**config.mk**
```make
export PLATFORM = sky130hd
export DESIGN_NAME = uart_rx_os16
export DESIGN_NICKNAME = d
export VERILOG_FILES = /design/src/rtl/uart_rx_pkg.sv /design/src/rtl/rx_line_sync.sv /design/src/rtl/rx_frame_ctl.sv /design/src/rtl/rx_bit_shift.sv /design/src/rtl/uart_rx_os16.sv
export SDC_FILE = /design/constraint.sdc
export NUM_CORES = 1
export LEC_CHECK = 0
export ABC_AREA = 0
export BUFFER_PORTS_ARGS = -buffer_cell sky130_fd_sc_hd__buf_2
export CAP_MARGIN = 20
export CORE_MARGIN = 3
export CORE_UTILIZATION = 50
export DETAILED_ROUTE_END_ITERATION = 6
export PLACE_DENSITY = 0.82
export SLEW_MARGIN = 15
export SYNTH_ARGS = -nofsm -noshare
export SYNTH_HDL_FRONTEND = slang
export SYNTH_SLANG_ARGS = --single-unit
```
**constraint.sdc**
```tcl
create_clock -name clk_i -period 1.58 [get_ports clk_i]
set_input_delay 0.316 -clock clk_i [delete_from_list [all_inputs] [get_ports clk_i]]
set_output_delay 0.316 -clock clk_i [all_outputs]
set_load 0.005 [all_outputs]
```
**src/rtl/uart_rx_pkg.sv**
```systemverilog
package uart_rx_pkg;

    // Frame walker states
    typedef enum logic [1:0] {
        RX_IDLE  = 2'd0,
        RX_START = 2'd1,
        RX_DATA  = 2'd2,
        RX_STOP  = 2'd3
    } rx_state_e;

    // Per-cycle control flags passed from the frame walker to the datapath
    typedef struct packed {
        logic take_bit;   // shift the current line value into the word
        logic frame_ok;   // stop sample was high: publish the word
    } rx_ctl_t;

    localparam int unsigned OS_RATE_DEFAULT = 16;

    // Integer divisor of the system clock that yields the oversample strobe
    function automatic int unsigned os_divisor(input int unsigned clk_hz,
                                               input int unsigned bit_rate,
                                               input int unsigned os_rate);
        return clk_hz / (bit_rate * os_rate);
    endfunction

endpackage

```
**src/rtl/rx_line_sync.sv**
```systemverilog
module rx_line_sync #(
    parameter int unsigned STAGES = 2
) (
    input  logic clk_i,
    input  logic rst_i,
    input  logic rx_i,
    output logic line_o,
    output logic fall_o
);
    logic [STAGES-1:0] chain_q;
    logic              prev_q;

    always_ff @(posedge clk_i) begin
        if (rst_i) chain_q[0] <= 1'b1;
        else       chain_q[0] <= rx_i;
    end

    for (genvar g = 1; g < STAGES; g++) begin : g_stage
        always_ff @(posedge clk_i) begin
            if (rst_i) chain_q[g] <= 1'b1;
            else       chain_q[g] <= chain_q[g-1];
        end
    end

    always_ff @(posedge clk_i) begin
        if (rst_i) prev_q <= 1'b1;
        else       prev_q <= chain_q[STAGES-1];
    end

    assign line_o = chain_q[STAGES-1];
    assign fall_o = prev_q & ~chain_q[STAGES-1];

endmodule

```
**src/rtl/rx_frame_ctl.sv**
```systemverilog
module rx_frame_ctl
    import uart_rx_pkg::*;
#(
    parameter int unsigned DATA_BITS = 8,
    parameter int unsigned OS_RATE   = 16
) (
    input  logic    clk_i,
    input  logic    rst_i,
    input  logic    tick_i,
    input  logic    line_i,
    input  logic    fall_i,
    output rx_ctl_t ctl_o
);
    localparam int unsigned CNT_W   = (OS_RATE > 1) ? $clog2(OS_RATE) : 1;
    localparam int unsigned IDX_W   = (DATA_BITS > 1) ? $clog2(DATA_BITS) : 1;
    localparam logic [CNT_W-1:0] MID_CNT  = CNT_W'(OS_RATE / 2 - 1);
    localparam logic [CNT_W-1:0] LAST_CNT = CNT_W'(OS_RATE - 1);
    localparam logic [IDX_W-1:0] LAST_IDX = IDX_W'(DATA_BITS - 1);

    rx_state_e        state_q, state_d;
    logic [CNT_W-1:0] cnt_q, cnt_d;
    logic [IDX_W-1:0] idx_q, idx_d;

    always_comb begin
        state_d        = state_q;
        cnt_d          = cnt_q;
        idx_d          = idx_q;
        ctl_o.take_bit = 1'b0;
        ctl_o.frame_ok = 1'b0;
        unique case (state_q)
            RX_IDLE: begin
                if (fall_i) begin
                    state_d = RX_START;
                    cnt_d   = '0;
                end
            end
            RX_START: begin
                if (tick_i) begin
                    if (cnt_q == MID_CNT) begin
                        cnt_d   = '0;
                        idx_d   = '0;
                        state_d = line_i ? RX_IDLE : RX_DATA;
                    end else begin
                        cnt_d = cnt_q + 1'b1;
                    end
                end
            end
            RX_DATA: begin
                if (tick_i) begin
                    if (cnt_q == LAST_CNT) begin
                        cnt_d          = '0;
                        ctl_o.take_bit = 1'b1;
                        if (idx_q == LAST_IDX) state_d = RX_STOP;
                        else                   idx_d   = idx_q + 1'b1;
                    end else begin
                        cnt_d = cnt_q + 1'b1;
                    end
                end
            end
            RX_STOP: begin
                if (tick_i) begin
                    if (cnt_q == LAST_CNT) begin
                        cnt_d          = '0;
                        ctl_o.frame_ok = line_i;
                        state_d        = RX_IDLE;
                    end else begin
                        cnt_d = cnt_q + 1'b1;
                    end
                end
            end
            default: state_d = RX_IDLE;
        endcase
    end

    always_ff @(posedge clk_i) begin
        if (rst_i) begin
            state_q <= RX_IDLE;
            cnt_q   <= '0;
            idx_q   <= '0;
        end else begin
            state_q <= state_d;
            cnt_q   <= cnt_d;
            idx_q   <= idx_d;
        end
    end

endmodule

```
**src/rtl/rx_bit_shift.sv**
```systemverilog
module rx_bit_shift #(
    parameter int unsigned WIDTH = 8
) (
    input  logic             clk_i,
    input  logic             rst_i,
    input  logic             take_i,
    input  logic             bit_i,
    output logic [WIDTH-1:0] word_o
);
    logic [WIDTH-1:0] word_q;

    // First bit received ends up in bit 0 after WIDTH shifts
    always_ff @(posedge clk_i) begin
        if (rst_i)       word_q <= '0;
        else if (take_i) word_q <= {bit_i, word_q[WIDTH-1:1]};
    end

    assign word_o = word_q;

endmodule

```
**src/rtl/uart_rx_os16.sv**
```systemverilog
module uart_rx_os16
    import uart_rx_pkg::*;
#(
    parameter int unsigned DATA_BITS   = 8,
    parameter int unsigned OS_RATE     = OS_RATE_DEFAULT,
    parameter int unsigned SYNC_STAGES = 2
) (
    input  logic                 clk_i,
    input  logic                 rst_i,
    input  logic                 rx_i,
    input  logic                 os_tick_i,
    output logic                 byte_valid_o,
    output logic [DATA_BITS-1:0] byte_o
);
    logic                 line_s;
    logic                 fall_s;
    rx_ctl_t              ctl_s;
    logic [DATA_BITS-1:0] word_s;
    logic                 valid_q;
    logic [DATA_BITS-1:0] byte_q;

    rx_line_sync #(.STAGES(SYNC_STAGES)) u_sync (
        .clk_i  (clk_i),
        .rst_i  (rst_i),
        .rx_i   (rx_i),
        .line_o (line_s),
        .fall_o (fall_s)
    );

    rx_frame_ctl #(.DATA_BITS(DATA_BITS), .OS_RATE(OS_RATE)) u_ctl (
        .clk_i  (clk_i),
        .rst_i  (rst_i),
        .tick_i (os_tick_i),
        .line_i (line_s),
        .fall_i (fall_s),
        .ctl_o  (ctl_s)
    );

    rx_bit_shift #(.WIDTH(DATA_BITS)) u_shift (
        .clk_i  (clk_i),
        .rst_i  (rst_i),
        .take_i (ctl_s.take_bit),
        .bit_i  (line_s),
        .word_o (word_s)
    );

    always_ff @(posedge clk_i) begin
        if (rst_i) begin
            valid_q <= 1'b0;
            byte_q  <= '0;
        end else begin
            valid_q <= ctl_s.frame_ok;
            if (ctl_s.frame_ok) byte_q <= word_s;
        end
    end

    assign byte_valid_o = valid_q;
    assign byte_o       = byte_q;

endmodule

```
* Word level (Yosys, flattened, before mapping)
Index checks and enable logic that the tools add are counted.
** Word-level totals
- Bits in registers :: 29
- Input port bits :: 4
- Output and inout port bits :: 9
- Logic and storage cells :: 63
** Operators by class
- $add $sub $neg :: 2
- Eq/ne operators :: 16
- Muxes and demuxes :: 28
- Bitwise logic cells :: 2
- Reduce and logical (&&, ||, !) cells :: 6
** Operator list (number)
- $mux 4 :: 5
- $mux 2 :: 9
- $mux 3 :: 5
- $pmux 4 s3 :: 1
- $ne 2x1->1 const B :: 5
- $ne 2x2->1 const B :: 5
- $pmux 2 s4 :: 1
- $reduce_and 8->1 :: 1
- $mux 1 :: 6
- $pmux 3 s2 :: 1
- $reduce_and 6->1 :: 1
- $add 4x1->4 const B :: 1
- $eq 2x2->1 const B :: 2
- $eq 4x3->1 const B :: 1
- $eq 4x4->1 const B :: 1
- $add 3x1->3 const B :: 1
- $eq 3x3->1 const B :: 1
- $reduce_and 3->1 :: 1
- $eq 2x1->1 const B :: 1
- $logic_not 2->1 :: 1
- $reduce_bool 2->1 :: 1
- $reduce_or 2->1 :: 1
- $and 1x1->1 :: 1
- $not 1->1 :: 1

* Depth between registers and ports, before layout
- Word-level depth :: 5
- Gate-level depth with buffers :: 6
- Depth with buffers taken out :: 6

* Modules after synthesis
From an unflattened synthesis, not the netlist that was laid out.
** Unflattened totals
- Cell total of the unflattened synthesis :: 127
- Area, all modules :: 1231.2 µm²
** Modules (own cells, without submodules)
- rx_frame_ctl :: instances 1, cells each 66, area an instance 548.0 µm², sequential area each 180.2 µm²
- uart_rx_os16 :: instances 1, cells each 28, area an instance 312.8 µm², sequential area each 180.2 µm²
- rx_bit_shift :: instances 1, cells each 26, area an instance 285.3 µm², sequential area each 160.2 µm²
- rx_line_sync :: instances 1, cells each 7, area an instance 85.1 µm², sequential area each 60.1 µm²

* Worst setup path after synthesis
Ideal clock, no wire load.
- Path kind :: reg2reg
- Start point :: register u_ctl.cnt_q[0]
- End point :: register u_shift.word_q[4] (netlist: u_shift.word_o[4])
- Library setup time :: 0.128 ns
- Data arrival time :: 1.342 ns
- Required time :: 1.452 ns
- Slack :: 0.110 ns
- Cell stages (with the launch flop) :: 7
- Buffers on the path :: 1
- Clock period less this slack :: 1.470 ns
- Cells stage by stage :: dfxtp_1 > ha_1 > and4_1 > and3_4 > buf_12 > mux2i_1 > nor2_1
** On the way
- Word-level cells in the longest chain between the ends :: 4
** RTL lines
- start, declared :: line rx_frame_ctl.sv:21 : logic [CNT_W-1:0] cnt_q, cnt_d;
- start signal, assigned :: line rx_frame_ctl.sv:82 : cnt_q <= cnt_d;
- $eq 4x4->1 :: line rx_frame_ctl.sv:50 : if (cnt_q == LAST_CNT) begin
- $mux 1 :: line rx_frame_ctl.sv:50
- $mux 1 :: line rx_frame_ctl.sv:49 : if (tick_i) begin
- $mux 1 :: line rx_frame_ctl.sv:30 : unique case (state_q)
- end signal, assigned :: line rx_bit_shift.sv:15 : else if (take_i) word_q <= {bit_i, word_q[WIDTH-1:1]};
- end, declared :: line rx_bit_shift.sv:10 : logic [WIDTH-1:0] word_q;
Every way passes these cells.
A chain may end at the register's enable or synchronous reset.

==> results.md <==
- Vias: 958
- Commonest non-fill, non-tap cell in the layout: dfxtp_1
- Largest family of logic cells by synthesized area: simple AND/OR/NAND/NOR gates
- # setup viols final: 0
- Layout area overhead: 18.3%
- Detailed placement HPWL: 1.54 mm
- Min Hold Slack: 162 ps
- Status: finished, final reports clean
- Max transition margin: 67.6%
- Final GP Congestion: 0.885
- Critical Path Source Type: flip-flop
- P_leak: 0.541 nW
- Post-synth top flop: dfxtp_1
- Initial Util: 54.2%
- Synth Area in Adders: 3.04%
- Simple-Gate Fraction of Synth Area: 24.5%
- Placement row count: 17
- Root buf cell: clkbuf_4
- EDFF count, synth: 0
- Mux contribution to synthesized area: 13.0%
- Final Cycle Share: 94.0%
- Most frequent cells in the layout: dfxtp_1, nor2_1, mux2i_1
- Crit path DAT: 1690 ps
- Die X: 55.7 um
- Area of the mapped netlist: 1230 um2
- Share of cells above drive strength 1: 27.0%
- Worst-Skew Late Latency: 340 ps
- I/O Pins: 13
- Syn. warnings: 0
- Non-Filler Instances: 176
- Xor/xnor cell area share of the yosys netlist: 0%
- GRT overflow: 0
- First-iteration detailed-routing DRC count: 14
- Buffers added on ports: 12
- Vias per inst: 5.44
- GR Util All Layers: 16.5%
- Hold Buf Count CTS: 0
- Clock H-tree levels: 2
- Clock slew seen by the registers of the worst setup and hold paths: 90 ps
- Core ar.: 2280 um2
- Worst min path class: in2reg
- #FFs+latches synth: 29
- Max VDD drop: 0.000646 V
- N_diodes: 0
- Register area share after synthesis: 47.1%
- Die area: 3100 um2
- CTS sink count: 29
- Post-synthesis cell type count: 33
- Max FO, Critical Path: 10
- Final Cell Area: 1460 um2
- Max Cap Viol: 0
- Worst Tran Pin Value: 486 ps
- Initial antenna violation count: 0
- Num CTS Buffers: 5
- Slew Viols, Final: 0
- Crit path largest cell delay: 520 ps
- Compound-gate portion of the synthesized area: 8.01%
- Setup TNS: 0 ps
- Height of the die: 55.7 um
- Slowest-stage cell, CP: dfxtp_1
- Min Tclk post-route: 1480 ps
- CP delay by family, top: simple AND/OR/NAND/NOR gates
- Cell Area, Placed: 1320 um2
- CP endpoint kind: flip-flop
- Clock buffer depth: 2
- Critical Path RT: 1780 ps
- Largest net degree at the start of global routing: 31
- CTS tree: built
- Post-route ant nets: 0
- Cell area power density: 968 nW/um2
- Max Clock Skew: 12.2 ps
- FMAX: 673 MHz
- Syn Area/Cell: 9.64 um2
- Synthesized instance count: 128
- Crit Path Category: reg2reg
- Endpoints failing hold: 0
- Drt pass-1 iters: 4
- First-pass GRT wire length: 3.91 mm
- Drt drc: 0
- Drt wl/cell: 13.7 um
- Vias in the first global route: 871
- Fraction of registers with async set/reset: 0%
- Nets: 154
- Filler cell count: 177
- CP Cell Sequence: and4_4 > and3_4 > mux2i_1 > nor2_1
- CP Buf/Inv Count: 0
- WL final: 2.41 mm
- Net Count, Synth: 135
- Placed cells: 166
what timing repair did:
item	4_1_cts	5_1_grt
gates cloned	0	0
setup endpoints to repair	11	19
setup buffers	2	0
pin swaps	1	1
resized for setup	1	7
per-stage QoR:
| stage | power [W] | utilization [%] | setup WS [ps] |
|---|---|---|---|
| floorplan | 0.000781 | - | 110 |
| global placement | 0.000790 | 58.0 | 68.8 |
| detailed placement | 0.000791 | 58.0 | -7.09 |
| CTS | 0.00142 | 63.1 | 17.5 |
| global route | 0.00147 | 64.1 | -8.17 |
| finish | 0.00141 | 64.1 | 95.1 |
cells by family after synthesis:
family,Yosys count
and+or+nand+nor,55
DFF,29
AOI/OAI and AO/OA,16
muxes,16
buffers and inverters,9
adders and majority gates,3
registers in the layout, indices dropped and copies added, names as in the netlist, 3 cells and up, named ones only:
register / count
byte_o: 8
u_ctl.cnt_q: 4
u_ctl.idx_q: 3
u_shift.word_o: 8
power breakdown:
part,switching (W),total [W],internal [W]
clock,0.000259,0.000637,0.000377
sequential,0.00000680,0.000742,0.000735
combinational,0.0000218,0.0000332,0.0000114
final timing paths:
| path | endpoint | startpoint | cells past startpoint | slack (ps) |
|---|---|---|---|---|
| worst max-delay path | u_shift.word_o[2] | flip-flop | 4 | 100 |
| worst min-delay path | u_sync.chain_q[0] | rx_i | 2 | 160 |
| worst max register to register | u_shift.word_o[2] | flip-flop | 4 | 100 |
| worst min register to register | u_sync.line_o | u_sync.chain_q[0] | 1 | 420 |
cell type report:
| cell class | instances | area, um2 | share of cell area [%] |
|---|---|---|---|
| multi-input cells | 90 | 619 | 42.5 |
| flip-flops and latches | 29 | 587 | 40.2 |
| repair buffers | 19 | 125 | 8.58 |
| clock buffers | 7 | 55.1 | 3.77 |
| well taps | 28 | 35.0 | 2.40 |
| clock inverters | 1 | 30.0 | 2.06 |
| inverters | 2 | 7.51 | 0.515 |
cells in the mapped netlist, types with 2 or more instances:
cell | n | area share (%)
inv_1 | 2 | 0.61
mux2i_1 | 16 | 13
nor3_1 | 2 | 0.81
clkbuf_1 | 3 | 0.91
nand3b_1 | 2 | 1.2
nand4_1 | 5 | 2.5
ha_1 | 3 | 3.0
nor2_1 | 20 | 6.1
nand3_1 | 5 | 2.0
a21oi_1 | 6 | 2.4
nand2b_1 | 2 | 1.0
nand2_1 | 5 | 1.5
dfxtp_1 | 29 | 47
a31oi_1 | 2 | 1.0
buf_2 | 3 | 1.2
o21ai_0 | 4 | 1.6
or2_2 | 3 | 1.5
per-layer routing:
metal	part of all wire [%]	GRT usage, %	vias up
met3	4.7	6.96	7
met1	46	19.7	438
li1	-	-	490
met2	47	24.8	23
met4	2.5	9.38	0
met5	0	0	-
Note: power is estimated with default switching activity, not from simulation.
